`config.mk`:
```
export PLATFORM = sky130hd
export DESIGN_NAME = pulse_pattern_out
export DESIGN_NICKNAME = d
export VERILOG_FILES = /design/src/rtl/ppo_pkg.sv /design/src/rtl/ppo_addr_decode.sv /design/src/rtl/ppo_byte_lane.sv /design/src/rtl/pulse_pattern_out.sv
export SDC_FILE = /design/constraint.sdc
export NUM_CORES = 1
export LEC_CHECK = 0
export ABC_AREA = 1
export BUFFER_PORTS_ARGS = -buffer_cell sky130_fd_sc_hd__buf_4
export CELL_PAD_IN_SITES_DETAIL_PLACEMENT = 1
export CELL_PAD_IN_SITES_GLOBAL_PLACEMENT = 2
export CORE_UTILIZATION = 27
export DETAILED_ROUTE_END_ITERATION = 8
export PLACE_DENSITY_LB_ADDON = 0.1
export SYNTH_ARGS = -nofsm -noshare
export SYNTH_HDL_FRONTEND = slang
export SYNTH_SLANG_ARGS = --single-unit
```
`constraint.sdc`:
```
create_clock -name clk -period 2.3 [get_ports clk]
set_clock_uncertainty 0.1 [all_clocks]
set_input_delay 0.69 -clock clk [delete_from_list [all_inputs] [get_ports clk]]
set_output_delay 0.69 -clock clk [all_outputs]
set_load 0.05 [all_outputs]
```
`src/rtl/ppo_pkg.sv`:
```
// Shared constants and types for the pulse pattern output block.
// Assumes a 4-bit register address space and byte-wide registers.
package ppo_pkg;
    localparam int ADDR_W  = 4;
    localparam int BYTE_W  = 8;
    localparam int N_LANES = 2;
    localparam int OUT_W   = BYTE_W * N_LANES;

    localparam logic [ADDR_W-1:0] A_CFG     = 4'h0;
    localparam logic [ADDR_W-1:0] A_EN_HI   = 4'h1;
    localparam logic [ADDR_W-1:0] A_EN_LO   = 4'h2;
    localparam logic [ADDR_W-1:0] A_CUR_HI  = 4'h3;
    localparam logic [ADDR_W-1:0] A_CUR_LO  = 4'h4;
    localparam logic [ADDR_W-1:0] A_NSH_HI  = 4'h5;
    localparam logic [ADDR_W-1:0] A_NSH_LO  = 4'h6;
    localparam logic [ADDR_W-1:0] A_NSP_HI  = 4'h8;
    localparam logic [ADDR_W-1:0] A_NSP_LO  = 4'h9;

    // Per-lane register selects; index 1 = high byte, 0 = low byte.
    typedef struct packed {
        logic                cfg;
        logic [N_LANES-1:0]  en;
        logic [N_LANES-1:0]  cur;
        logic [N_LANES-1:0]  nxt;
    } reg_sel_t;
endpackage

```
`src/rtl/ppo_addr_decode.sv`:
```
// Address decoder: turns the CPU address into register selects.
// Next-data is selected at the shared pair or the separate pair,
// depending on the trigger mode; the other pair selects nothing.
module ppo_addr_decode
    import ppo_pkg::*;
(
    input  logic [ADDR_W-1:0] addr,
    input  logic              sep_mode,
    output reg_sel_t          sel
);
    // Combinational decode of the address into one-hot selects.
    always_comb begin
        sel        = '0;
        sel.cfg    = (addr == A_CFG);
        sel.en[1]  = (addr == A_EN_HI);
        sel.en[0]  = (addr == A_EN_LO);
        sel.cur[1] = (addr == A_CUR_HI);
        sel.cur[0] = (addr == A_CUR_LO);
        if (sep_mode) begin
            sel.nxt[1] = (addr == A_NSP_HI);
            sel.nxt[0] = (addr == A_NSP_LO);
        end else begin
            sel.nxt[1] = (addr == A_NSH_HI);
            sel.nxt[0] = (addr == A_NSH_LO);
        end
    end
endmodule

```
`src/rtl/ppo_byte_lane.sv`:
```
// One byte of the pattern. It holds the enable, next-data and
// current-data flops. A trigger loads next-data into the enabled
// bits. A CPU write reaches only the disabled current-data bits.
// The trigger strobe is one cycle wide. Both the write and the
// trigger use the enable value from before this edge.
module ppo_byte_lane #(
    parameter int W = 8
) (
    input  logic         clk,
    input  logic         rst_n,
    input  logic         wr_en,
    input  logic         wr_nxt,
    input  logic         wr_cur,
    input  logic [W-1:0] wdata,
    input  logic         trig,
    output logic [W-1:0] en_q,
    output logic [W-1:0] nxt_q,
    output logic [W-1:0] cur_q
);
    // Enable and next-data registers, always CPU writable.
    always_ff @(posedge clk) begin
        if (!rst_n) begin
            en_q  <= '0;
            nxt_q <= '0;
        end else begin
            if (wr_en)  en_q  <= wdata;
            if (wr_nxt) nxt_q <= wdata;
        end
    end

    for (genvar b = 0; b < W; b++) begin : g_bit
        // Per-bit current data: the trigger wins on enabled bits,
        // and the CPU can write only disabled bits.
        always_ff @(posedge clk) begin
            if (!rst_n)
                cur_q[b] <= 1'b0;
            else if (en_q[b] && trig)
                cur_q[b] <= nxt_q[b];
            else if (!en_q[b] && wr_cur)
                cur_q[b] <= wdata[b];
        end
    end
endmodule

```
`src/rtl/pulse_pattern_out.sv`:
```
// Top of the buffered pulse pattern output. It holds the mode bit,
// routes the triggers to the two byte lanes, decodes the CPU
// address and multiplexes the read data.
// The trigger inputs are single-cycle strobes synchronous to clk.
module pulse_pattern_out
    import ppo_pkg::*;
(
    input  logic              clk,
    input  logic              rst_n,
    input  logic [ADDR_W-1:0] cpu_addr,
    input  logic              cpu_wr,
    input  logic [BYTE_W-1:0] cpu_wdata,
    output logic [BYTE_W-1:0] cpu_rdata,
    input  logic              trig_all,
    input  logic              trig_hi,
    input  logic              trig_lo,
    output logic [OUT_W-1:0]  pulse_out
);
    logic                cfg_sep;
    reg_sel_t            sel;
    logic [N_LANES-1:0]  lane_trig;
    logic [OUT_W-1:0]    en_all;
    logic [OUT_W-1:0]    nxt_all;
    logic [OUT_W-1:0]    cur_all;

    ppo_addr_decode u_dec (
        .addr     (cpu_addr),
        .sep_mode (cfg_sep),
        .sel      (sel)
    );

    // Trigger-mode configuration bit.
    always_ff @(posedge clk) begin
        if (!rst_n)
            cfg_sep <= 1'b0;
        else if (cpu_wr && sel.cfg)
            cfg_sep <= cpu_wdata[0];
    end

    // Route a trigger source to each lane according to the mode.
    always_comb begin
        lane_trig[1] = cfg_sep ? trig_hi : trig_all;
        lane_trig[0] = cfg_sep ? trig_lo : trig_all;
    end

    for (genvar l = 0; l < N_LANES; l++) begin : g_lane
        ppo_byte_lane #(.W(BYTE_W)) u_lane (
            .clk    (clk),
            .rst_n  (rst_n),
            .wr_en  (cpu_wr && sel.en[l]),
            .wr_nxt (cpu_wr && sel.nxt[l]),
            .wr_cur (cpu_wr && sel.cur[l]),
            .wdata  (cpu_wdata),
            .trig   (lane_trig[l]),
            .en_q   (en_all [l*BYTE_W +: BYTE_W]),
            .nxt_q  (nxt_all[l*BYTE_W +: BYTE_W]),
            .cur_q  (cur_all[l*BYTE_W +: BYTE_W])
        );
    end

    // Read multiplexer; unselected addresses return zero.
    always_comb begin
        cpu_rdata = '0;
        if (sel.cfg)    cpu_rdata = {{(BYTE_W-1){1'b0}}, cfg_sep};
        if (sel.en[1])  cpu_rdata = en_all [OUT_W-1 -: BYTE_W];
        if (sel.en[0])  cpu_rdata = en_all [BYTE_W-1:0];
        if (sel.cur[1]) cpu_rdata = cur_all[OUT_W-1 -: BYTE_W];
        if (sel.cur[0]) cpu_rdata = cur_all[BYTE_W-1:0];
        if (sel.nxt[1]) cpu_rdata = nxt_all[OUT_W-1 -: BYTE_W];
        if (sel.nxt[0]) cpu_rdata = nxt_all[BYTE_W-1:0];
    end

    assign pulse_out = cur_all;
endmodule

```
# --- Yosys cells after proc, flatten, opt, wreduce, memory -nomap -nowiden ---
# Index checks and enable logic that the tools add are counted.
op_classes:
  reduce_logical: 72
  mux: 42
  n_eq_ne: 8
op_table:
  columns: ["cell", "n"]
  rows:
  - ["2-to-1 mux 8 bit", 6]
  - ["logical AND 1 bit", 39]
  - ["2-to-1 mux 1 bit", 35]
  - ["nonzero test 2 bit", 16]
  - ["zero test 1 bit", 16]
  - ["== test 4 x 3 -> 1 bit, second input constant", 3]
  - ["== test 4 x 2 -> 1 bit, second input constant", 2]
  - ["== test 4 bit, second input constant", 2]
  - ["== test 4 x 1 -> 1 bit, second input constant", 1]
  - ["zero test 4 bit", 1]
  - ["2-to-1 mux 2 bit", 1]
word_totals:
  register_bits: 49
  output_inout_bits: 24
  wordCells: 143
  in_bits: 18

# --- Longest topological paths before layout ---
# Gate-level depths: netlist (run 1).
depth:
  word_depth: 8
  depth_mapped: 10
  ltp_nobuf: 9

# --- By module ---
# From an unflattened synthesis (run 1), not the netlist that was laid out.
unflattened:
  hier_cells: 529
  hier_area_um2: 3081.7
modules_own_cells:
  columns: ["mod", "seq_area_each_um2", "area_per_inst_um2", "n_inst", "cells_each"]
  rows:
  - ["ppo_byte_lane", 480.5, 1179.9, 2, 185]
  - ["pulse_pattern_out", 20.0, 623.1, 1, 135]
  - ["ppo_addr_decode", 0.0, 98.8, 1, 24]

# --- Least setup slack after synthesis (run 1) ---
# OpenSTA, ideal clock, no wires.
synth_path:
  path_type: "input to output"
  startpoint: "input port cpu_addr[0]"
  endpoint: "output port cpu_rdata[0]"
  arrival_ps: 1911
  path_buffers: 2
  setup_slack_ps: -401
  stages: 9
  required_time_ps: 1510
  path_cell_list: "buf_4 > inv_2 > nand2_1 > nand2_1 > nor2_8 > and2_1 > buf_4 > nand2_1 > nand3_1"
synth_via:
  elab_chain_len: 8
  elab_cells_between_ends: 17
  classes_between: "eq/ne (8); mux (8); reduce/logical (1)"
synth_lines:
  columns: ["element", "line", "rtl"]
  rows:
  - ["start: declaration", "pulse_pattern_out.sv:10", "input logic [ADDR_W-1:0] cpu_addr,"]
  - ["zero test 4 bit", "ppo_addr_decode.sv:14", "sel.cfg = (addr == A_CFG);"]
  - ["2-to-1 mux 1 bit", "pulse_pattern_out.sv:64", "if (sel.cfg) cpu_rdata = {{(BYTE_W-1){1'b0}}, cfg_sep};"]
  - ["2-to-1 mux 8 bit", "pulse_pattern_out.sv:65", "if (sel.en[1]) cpu_rdata = en_all [OUT_W-1 -: BYTE_W];"]
  - ["2-to-1 mux 8 bit", "pulse_pattern_out.sv:66", "if (sel.en[0]) cpu_rdata = en_all [BYTE_W-1:0];"]
  - ["2-to-1 mux 8 bit", "pulse_pattern_out.sv:67", "if (sel.cur[1]) cpu_rdata = cur_all[OUT_W-1 -: BYTE_W];"]
  - ["2-to-1 mux 8 bit", "pulse_pattern_out.sv:68", "if (sel.cur[0]) cpu_rdata = cur_all[BYTE_W-1:0];"]
  - ["2-to-1 mux 8 bit", "pulse_pattern_out.sv:69", "if (sel.nxt[1]) cpu_rdata = nxt_all[OUT_W-1 -: BYTE_W];"]
  - ["2-to-1 mux 8 bit (*)", "pulse_pattern_out.sv:70", "if (sel.nxt[0]) cpu_rdata = nxt_all[BYTE_W-1:0];"]
  - ["end: declaration", "pulse_pattern_out.sv:13", "output logic [BYTE_W-1:0] cpu_rdata,"]
# Every way passes the cells marked *; elsewhere a longest branch is shown, timed or not.

# --- Worst setup path in the final report (run 1) ---
layout_path:
  startpoint: "input port cpu_addr[3]"
  endpoint: "output port cpu_rdata[6]"
layout_via:
  elab_chain_len: 7
  elab_cells_between_ends: 15
  classes_between: "eq/ne (8); mux (7)"
layout_lines:
  columns: ["element", "line", "rtl"]
  rows:
  - ["== test 4 x 1 -> 1 bit", "ppo_addr_decode.sv:15", "sel.en[1] = (addr == A_EN_HI);"]
  - ["2-to-1 mux 8 bit", "pulse_pattern_out.sv:65", null]
  - ["2-to-1 mux 8 bit", "pulse_pattern_out.sv:66", null]
  - ["2-to-1 mux 8 bit", "pulse_pattern_out.sv:67", null]
  - ["2-to-1 mux 8 bit", "pulse_pattern_out.sv:68", null]
  - ["2-to-1 mux 8 bit", "pulse_pattern_out.sv:69", null]
  - ["2-to-1 mux 8 bit (*)", "pulse_pattern_out.sv:70", null]
# Marked as above.

==> metrics, run 1 <==
outcome finished, violations left; failing checks negative setup slack; critical path, cell by cell buf_8 > inv_6 > nand2_4 > buf_6 > nor2_4 > clkbuf_16 > nand2_8 > nand3_4 > nor2_4 > nand3_4 > buf_8; cell taking the most area after synthesis dfxtp_1; Clock Tree Buf Depth 2; routed length per instance 16.7 um; register area share after synthesis 33.5%; sequential share of power 49.2%; Final Hold Slack 0.407 ns; top-area cell type share of the netlist area 33.5%; Slew Viols, Final 0; Max Cap Viol 0; Total Power 1.81 mW; GR Layer Usage met3 2.27%; PD cells 430 nW/um^2; Worst path max stage delay 0.19 ns; met2 Usage GRT 38.8%; maximum vdd ir drop 197 uV; max frequency 0.395 GHz; HP Class register to register; Worst Setup End Kind output port; GR Util All Layers 21.1%; Core ar. 10400 um^2; GR Util met1 26.5%; first-pass GRT wire length 17800 um; Final Hold Viols 0; TritonCTS clock tree built; Die Area 11300 um^2; die height 106 um; Pleak 2.09 nW; Final Setup Violations 8; top area cells in the synthesized netlist dfxtp_1 34%, nand2_1 21%, nand3_1 9.7%; final setup TNS -1.67 ns; Nets 571; IO buf count 41; post-synthesis net count 508; DRC viols 0; dpl cell area 3650 um^2; CTS Buf Count 5; Post-Synthesis Mean Instance Area 5.97 um^2; switching share of power 31.2%; clock-pin slew of the registers on the worst-case setup and hold paths 0.09 ns; vias in the first global route 3238; Worst EP required 1.51 ns; # clock sinks 49; CTS root buf clkbuf_8; Worst-Skew Late Latency 0.30 ns; Layout area overhead 44.1%; die span in x 106 um; FILL cells 1353; Arr. time, crit path 1.74 ns; DP HPWL 8220 um; Design Area, Final 4220 um^2; Final WS setup -0.231 ns; layout cells sized above 1 28.2%; Total Wirelength 11500 um; P_int 1.25 mW; routability congestion estimate 0.817; crit path time final 2.53 ns; largest net degree at the start of global routing 34; busiest grt layer met2; yosys warns 0; Clock power frac 30.4%; CP Max Fanout 4; initial detailed-routing violation count 103; Syn Std Cell Area 2930 um^2; starting density of the core 28.1%; critical path's slowest cell clkbuf_16; io pins 42; Avg Vias per Cell 4.76; library cells used by synthesis 26; P_sw 0.566 mW; Slew HR 63.8%; combinational power share 20.4%; total congestion overflow 0; Startpoint Class primary input; Pre-antenna DRT Iters 4; Row Count 37; antenna violations before repair 0; diode count 0; Synth Register Bits 49; Routed Antenna Nets 0; Place WS -0.661 ns; Post-Synthesis Cells 490; Final Cycle Share 110%; hold_buf cts 0; via count 3279; CTS H-tree lvls 2; worst-margin pin slew 0.541 ns; RSZ-0062 raised after global routing true; WS Path Type primary input to output port
==> final timing paths <==
path	cells past startpoint	slack, ns	end	start
max	11	-0.23	cpu_rdata[6]	cpu_addr[3]
min	2	0.41	g_lane[0].u_lane.en_q[3]	g_lane[0].u_lane.en_q[3]
max reg2reg	8	0.59	g_lane[1].u_lane.cur_q[1]	cfg_sep
min reg2reg	2	0.41	g_lane[0].u_lane.en_q[3]	g_lane[0].u_lane.en_q[3]
==> synth_stat cells <==
library cell / count
nand2_1: 161
nor2_1: 66
inv_1: 57
nand3_1: 57
dfxtp_1: 49
a21oi_1: 23
nand4_1: 15
o21ai_0: 12
o21ai_1: 10
buf_2: 7
inv_2: 7
clkbuf_1: 4
buf_4: 3
nor2_4: 3
and2_1: 2
buf_6: 2
nand2_2: 2
nand3_2: 2
buf_1: 1
clkbuf_2: 1
inv_4: 1
nand3_4: 1
nor2_2: 1
nor2_8: 1
o21a_1: 1
o21ai_2: 1
==> layout make-up <==
type / instances / area, um^2 / area share [%]
Multi-Input combinational cell: 358 / 1960 / 46.6
Sequential cell: 49 / 985 / 23.3
Tap cell: 136 / 170 / 4.03
Timing Repair Buffer: 74 / 746 / 17.7
Clock buffer: 7 / 86.3 / 2.05
Inverter: 65 / 267 / 6.32
==> kinds of logic (layout without fill, tap and decap cells) <==
kind of cell,count (synthesis),after routing,share of synthesized area (%)
flops,49,49,33.5
compound gates,47,47,8.25
buf+inv,83,146,12.0
simple gates,311,311,46.3
==> repair_timing <==
action	4_1_cts	5_1_grt
buffers inserted	3	3
endpoints found under the hold margin	0	0
cloned	0	1
pin swaps	6	12
gates resized for setup	48	53
endpoints found under the setup margin	8	8
==> routing by layer <==
metal	part of all wire (%)	wire, um	vias to the layer above
met1	45	5190	1558
met3	2.5	290	9
li1	-	-	1664
met4	1.4	166	0
met5	0	0	-
met2	51	5880	48
==> metrics by stage <==
step           util [%]  std cells
3_3_place_gp       35.0        675
3_5_place_dp       35.0        675
6_report           40.5        689
5_1_grt            40.5        689
4_1_cts            37.9        685
2_1_floorplan         -        490
==> state kept, by name, indices dropped and copies added, names as in the netlist <==
register,count
g_lane.u_lane.en_q,16
g_lane.u_lane.cur_q,16
cfg_sep,1
g_lane.u_lane.nxt_q,16
==> power by group through the flow <==
| stage | Sequential (mW) | Clock (mW) | Combinational, mW |
|---|---|---|---|
| 2_1_floorplan | 0.929 | 0 | 0.163 |
| 3_3_place_gp | 0.910 | 0 | 0.320 |
| 3_5_place_dp | 0.910 | 0 | 0.323 |
| 4_1_cts | 0.891 | 0.574 | 0.344 |
| 5_1_grt | 0.895 | 0.599 | 0.403 |
| 6_report | 0.892 | 0.552 | 0.371 |
==> worst max-delay path: cells and delay by family <==
kind | cells | cell delay, ns
buffers and inverters | 5 | 0.60
AND/OR/NAND/NOR | 6 | 0.45
==> cell usage in the layout, fill, tap and decap left out, drive strengths merged <==
master  count
nor2       71
clkbuf      8
nand3      60
o21a        1
nand2     163
dfxtp      49
nand4      15
and2        2
o21ai      23
a21oi      23
buf        73
inv        65
(Power assumes the default switching activity.)
==> inputs of run 2 (changes only) <==
CORE_MARGIN = 3   (was not set)
SKIP_LAST_GASP = 1   (was not set)
==> metrics, run 2 (synthesized netlist as in run 1, its figures left out) <==
Nets 578; Layout area overhead 41.8%; Worst EP required 1.51 ns; GR Util All Layers 19.4%; Final WS setup -0.300 ns; R2R Path Start cfg_sep; max frequency 0.385 GHz; Final Setup Violations 8; routed length per instance 16.2 um; Setup crit start cpu_addr[1]; Slew Viols, Final 0; Worst-Skew Late Latency 0.31 ns; via count 3289; worst-margin pin slew 0.430 ns; CP Max Fanout 5; HP Start g_lane[0].u_lane.en_q[4]; routability congestion estimate 0.786; # clock sinks 49; CTS H-tree lvls 2; Final Hold Viols 0; Routed Antenna Nets 0; antenna violations before repair 0; initial detailed-routing violation count 97; TritonCTS clock tree built; FF-to-FF setup slack 0.62 ns; die height 110 um; failing checks negative setup slack; Avg Vias per Cell 4.73; largest registers g_lane.u_lane.cur_q: 16 flops, g_lane.u_lane.en_q: 16 flops, g_lane.u_lane.nxt_q: 16 flops; Pleak 2.12 nW; Slew HR 71.2%; Hold Path Sink g_lane[0].u_lane.en_q[4]; most frequent cells in the layout 141 x nand2_1, 62 x buf_4, 57 x inv_1; layout cells sized above 1 26.8%; FILL cells 1354; CTS root buf clkbuf_8; largest net degree at the start of global routing 36; Startpoint Class primary input; die span in x 110 um; crit path time final 2.60 ns; vias in the first global route 3289; Pre-antenna DRT Iters 4; diode count 0; most common cell after layout, fill and taps aside nand2_1; CTS Buf Count 5; DRC viols 0; Crit Reg-Reg Endpoint g_lane[0].u_lane.nxt_q[0]; Clock Tree Buf Depth 2; Reg2Reg Depth 9; HP Class register to register; Arr. time, crit path 1.81 ns; WS Path Type primary input to output port; Core ar. 10400 um^2; Final Hold Slack 0.403 ns; Total Wirelength 11300 um; io pins 42; Final Cycle Share 113%; Place WS -0.747 ns; IO buf count 41; first-pass GRT wire length 17700 um; outcome finished, violations left; PD cells 437 nW/um^2; non-filler cells, final 696; hold_buf cts 0; maximum vdd ir drop 229 uV; Max Cap Viol 0; clock-pin slew of the registers on the worst-case setup and hold paths 0.10 ns; RSZ-0062 raised after global routing true; hold path depth 2; Row Count 37; DP HPWL 8440 um; dpl cells 683; Die Area 12100 um^2; total congestion overflow 0; starting density of the core 28.1%; Worst Setup End Kind output port
==> run 2: changes by cell type in the layout (fill, tap and decap cells not counted), moves of 2 or more <==
cell,previous run,this run
buf_4,52,62
inv_6,4,0
nor2_4,9,5
nand2_2,16,4
nand2_4,13,17
nand3_4,11,9
inv_2,3,6
nand3_2,7,4
buf_12,6,3
nor2_2,6,9
nand3_1,42,47
nand2_1,133,141
==> run 2: report_power, final <==
group / internal [mW] / total, mW / switching [mW] / leakage (nW)
clock: 0.239 / 0.560 / 0.321 / 0.0433
sequential: 0.869 / 0.893 / 0.0236 / 0.397
combinational: 0.135 / 0.362 / 0.227 / 1.68
==> run 2: area by class of cell <==
| class | count | area (um^2) | area share, % |
|---|---|---|---|
| sequential | 49 | 982 | 23.7 |
| inverter | 65 | 259 | 6.24 |
| tap | 136 | 170 | 4.10 |
| multi-input combinational | 358 | 1900 | 45.8 |
| timing repair buffer | 81 | 747 | 18.0 |
| clock buffer | 6 | 82.6 | 1.99 |
| clock inverter | 1 | 7.51 | 0.181 |
==> run 2: repair_timing <==
action	in CTS	in global routing
resized for setup	68	16
pin swaps	6	4
setup buffers	6	0
setup endpoints to repair	8	8
==> run 2: layer usage <==
| layer | up-vias | GRT usage (%) | part of all wire, % |
|---|---|---|---|
| met4 | 0 | 3.61 | 0.69 |
| met1 | 1562 | 26.3 | 48 |
| li1 | 1680 | - | - |
| met5 | - | 0 | 0 |
| met2 | 40 | 33.5 | 48 |
| met3 | 7 | 2.21 | 2.6 |
==> run 2: worst max path at each step <==
stage / to / slack (ns) / depth (start not counted)
4_1_cts: cpu_rdata[3] / -0.32 / 10
3_5_place_dp: cpu_rdata[7] / -0.75 / 9
2_1_floorplan: cpu_rdata[0] / -0.13 / 8
5_1_grt: cpu_rdata[4] / -0.36 / 9
6_report: cpu_rdata[3] / -0.30 / 10
3_3_place_gp: cpu_rdata[2] / -0.75 / 9
==> run 2: through the flow <==
stage / setup TNS, ns / total power [mW] / area, um^2 / utilization [%]
after global routing: -2.75 / 1.91 / 4150 / 39.8
after detailed placement: -5.89 / 1.24 / 3690 / 35.5
after floorplan: -1.06 / 1.09 / 3060 / -
after global placement: -5.92 / 1.23 / 3690 / 35.5
after CTS: -2.40 / 1.84 / 4090 / 39.3
final: -2.32 / 1.82 / 4150 / 39.8
==> run 2: worst max-delay path, stage by stage <==
cell     delay (ns)
buf_8          0.10
buf_8          0.12
nor2_4         0.11
nand2_2        0.09
o21ai_4        0.08
and2_4         0.19
buf_12         0.14
nand2_4        0.06
nand3_4        0.08
buf_8          0.14
==> inputs of run 3 (changes only) <==
SETUP_SLACK_MARGIN = 0.5   (was not set)
==> metrics, run 3 (synthesized netlist as in run 1, its figures left out) <==
worst-margin pin slew 0.418 ns; clock-pin slew of the registers on the worst-case setup and hold paths 0.10 ns; Core ar. 10400 um^2; hold path depth 2; most frequent cells in the layout 141 x nand2_1, 61 x buf_4, 57 x inv_1; RSZ-0062 raised after global routing true; Total Wirelength 11500 um; most common cell after layout, fill and taps aside nand2_1; Total Power 1.82 mW; Row Count 37; Crit Reg-Reg Endpoint g_lane[0].u_lane.cur_q[6]; Worst-Skew Late Latency 0.31 ns; Final Hold Viols 0; hold_buf cts 0; HP Class register to register; Final Setup Violations 8; layout cells sized above 1 27.8%; Final WS setup -0.295 ns; routed length per instance 16.5 um; Place WS -0.747 ns; CP Max Fanout 3; R2R Path Start cfg_sep; crit path time final 2.60 ns; PD cells 433 nW/um^2; CTS Buf Count 5; via count 3311; DP HPWL 8440 um; maximum vdd ir drop 229 uV; diode count 0; Worst path max stage delay 0.19 ns; HP Start g_lane[0].u_lane.en_q[4]; GR Util All Layers 19.5%; Final Cycle Share 113%; max frequency 0.385 GHz; routability congestion estimate 0.786; Nets 579; CTS root buf clkbuf_8; failing checks negative setup slack; critical path's slowest cell and2_4; total congestion overflow 0; DRC viols 0; Routed Antenna Nets 0; TritonCTS clock tree built; Pleak 2.13 nW; WS Path Type primary input to output port; Arr. time, crit path 1.81 ns; Design Area, Final 4210 um^2; dpl cell area 3690 um^2; first-pass GRT wire length 17800 um; Avg Vias per Cell 4.75; Reg2Reg Depth 9; Final Hold Slack 0.402 ns; Clock Tree Buf Depth 2; FF-to-FF setup slack 0.70 ns; die span in x 110 um; vias in the first global route 3299; Startpoint Class primary input; # clock sinks 49; starting density of the core 28.1%; die height 110 um; Slew Viols, Final 0; CTS H-tree lvls 2; Max Cap Viol 0; Hold Path Sink g_lane[0].u_lane.en_q[4]; final core utilization 40.4%; Worst EP required 1.51 ns; largest net degree at the start of global routing 36; critical path, cell by cell buf_8 > buf_8 > nor2_4 > nand2_2 > o21ai_4 > and2_4 > buf_6 > nand2_4 > nand3_4 > buf_8; outcome finished, violations left; Layout area overhead 43.8%; Slew HR 72.0%; largest registers g_lane.u_lane.cur_q: 16 flops, g_lane.u_lane.en_q: 16 flops, g_lane.u_lane.nxt_q: 16 flops; IO buf count 41; antenna violations before repair 0; Worst Setup End Kind output port; initial detailed-routing violation count 108; Pre-antenna DRT Iters 4; Die Area 12100 um^2; io pins 42; Worst path most repeated cell buf_8
[run 3: cell type report]
cell class / count / area [um^2]
clock inverter: 1 / 7.51
inverter: 65 / 259
multi-input combinational: 359 / 1950
fill: 1351 / 6210
tap: 136 / 170
timing repair buffer: 81 / 751
clock buffer: 6 / 82.6
sequential: 49 / 986
[run 3: repair_timing]
action | CTS | global route
pin swaps | 6 | 6
resized for setup | 73 | 26
setup buffers | 6 | 0
setup endpoints to repair | 25 | 39
gates cloned | 0 | 1
[run 3: power breakdown]
part | switching [mW] | internal, mW
registers | 0.0241 | 0.868
clock network | 0.321 | 0.239
logic | 0.233 | 0.137
[run 3: routing by layer]
layer / wire, um / GRT usage [%]
met5: 0 / 0
met4: 80 / 3.61
met3: 339 / 2.21
met2: 5650 / 33.7
met1: 5450 / 26.3
[run 3: per-stage QoR]
step,std cells,TNS (ns)
finish,697,-2.27
floorplan,490,-1.06
global placement,683,-5.92
global route,697,-2.71
detailed placement,683,-5.89
CTS,696,-2.40
[run 3: worst max path at each step]
stage                     cells after the start   startpoint  slack (ns)            to
after global routing                          9  cpu_addr[1]       -0.36  cpu_rdata[4]
after floorplan                               8  cpu_addr[0]       -0.13  cpu_rdata[0]
final                                        10  cpu_addr[1]       -0.30  cpu_rdata[0]
after detailed placement                      9  cpu_addr[3]       -0.75  cpu_rdata[7]
after CTS                                    10  cpu_addr[1]       -0.32  cpu_rdata[3]
after global placement                        9  cpu_addr[3]       -0.75  cpu_rdata[2]
[run 3: critical path: cells and delay by family]
kind	cells	cell delay, ns
simple gates	5	0.53
buf+inv	4	0.50
compound gates	1	0.07
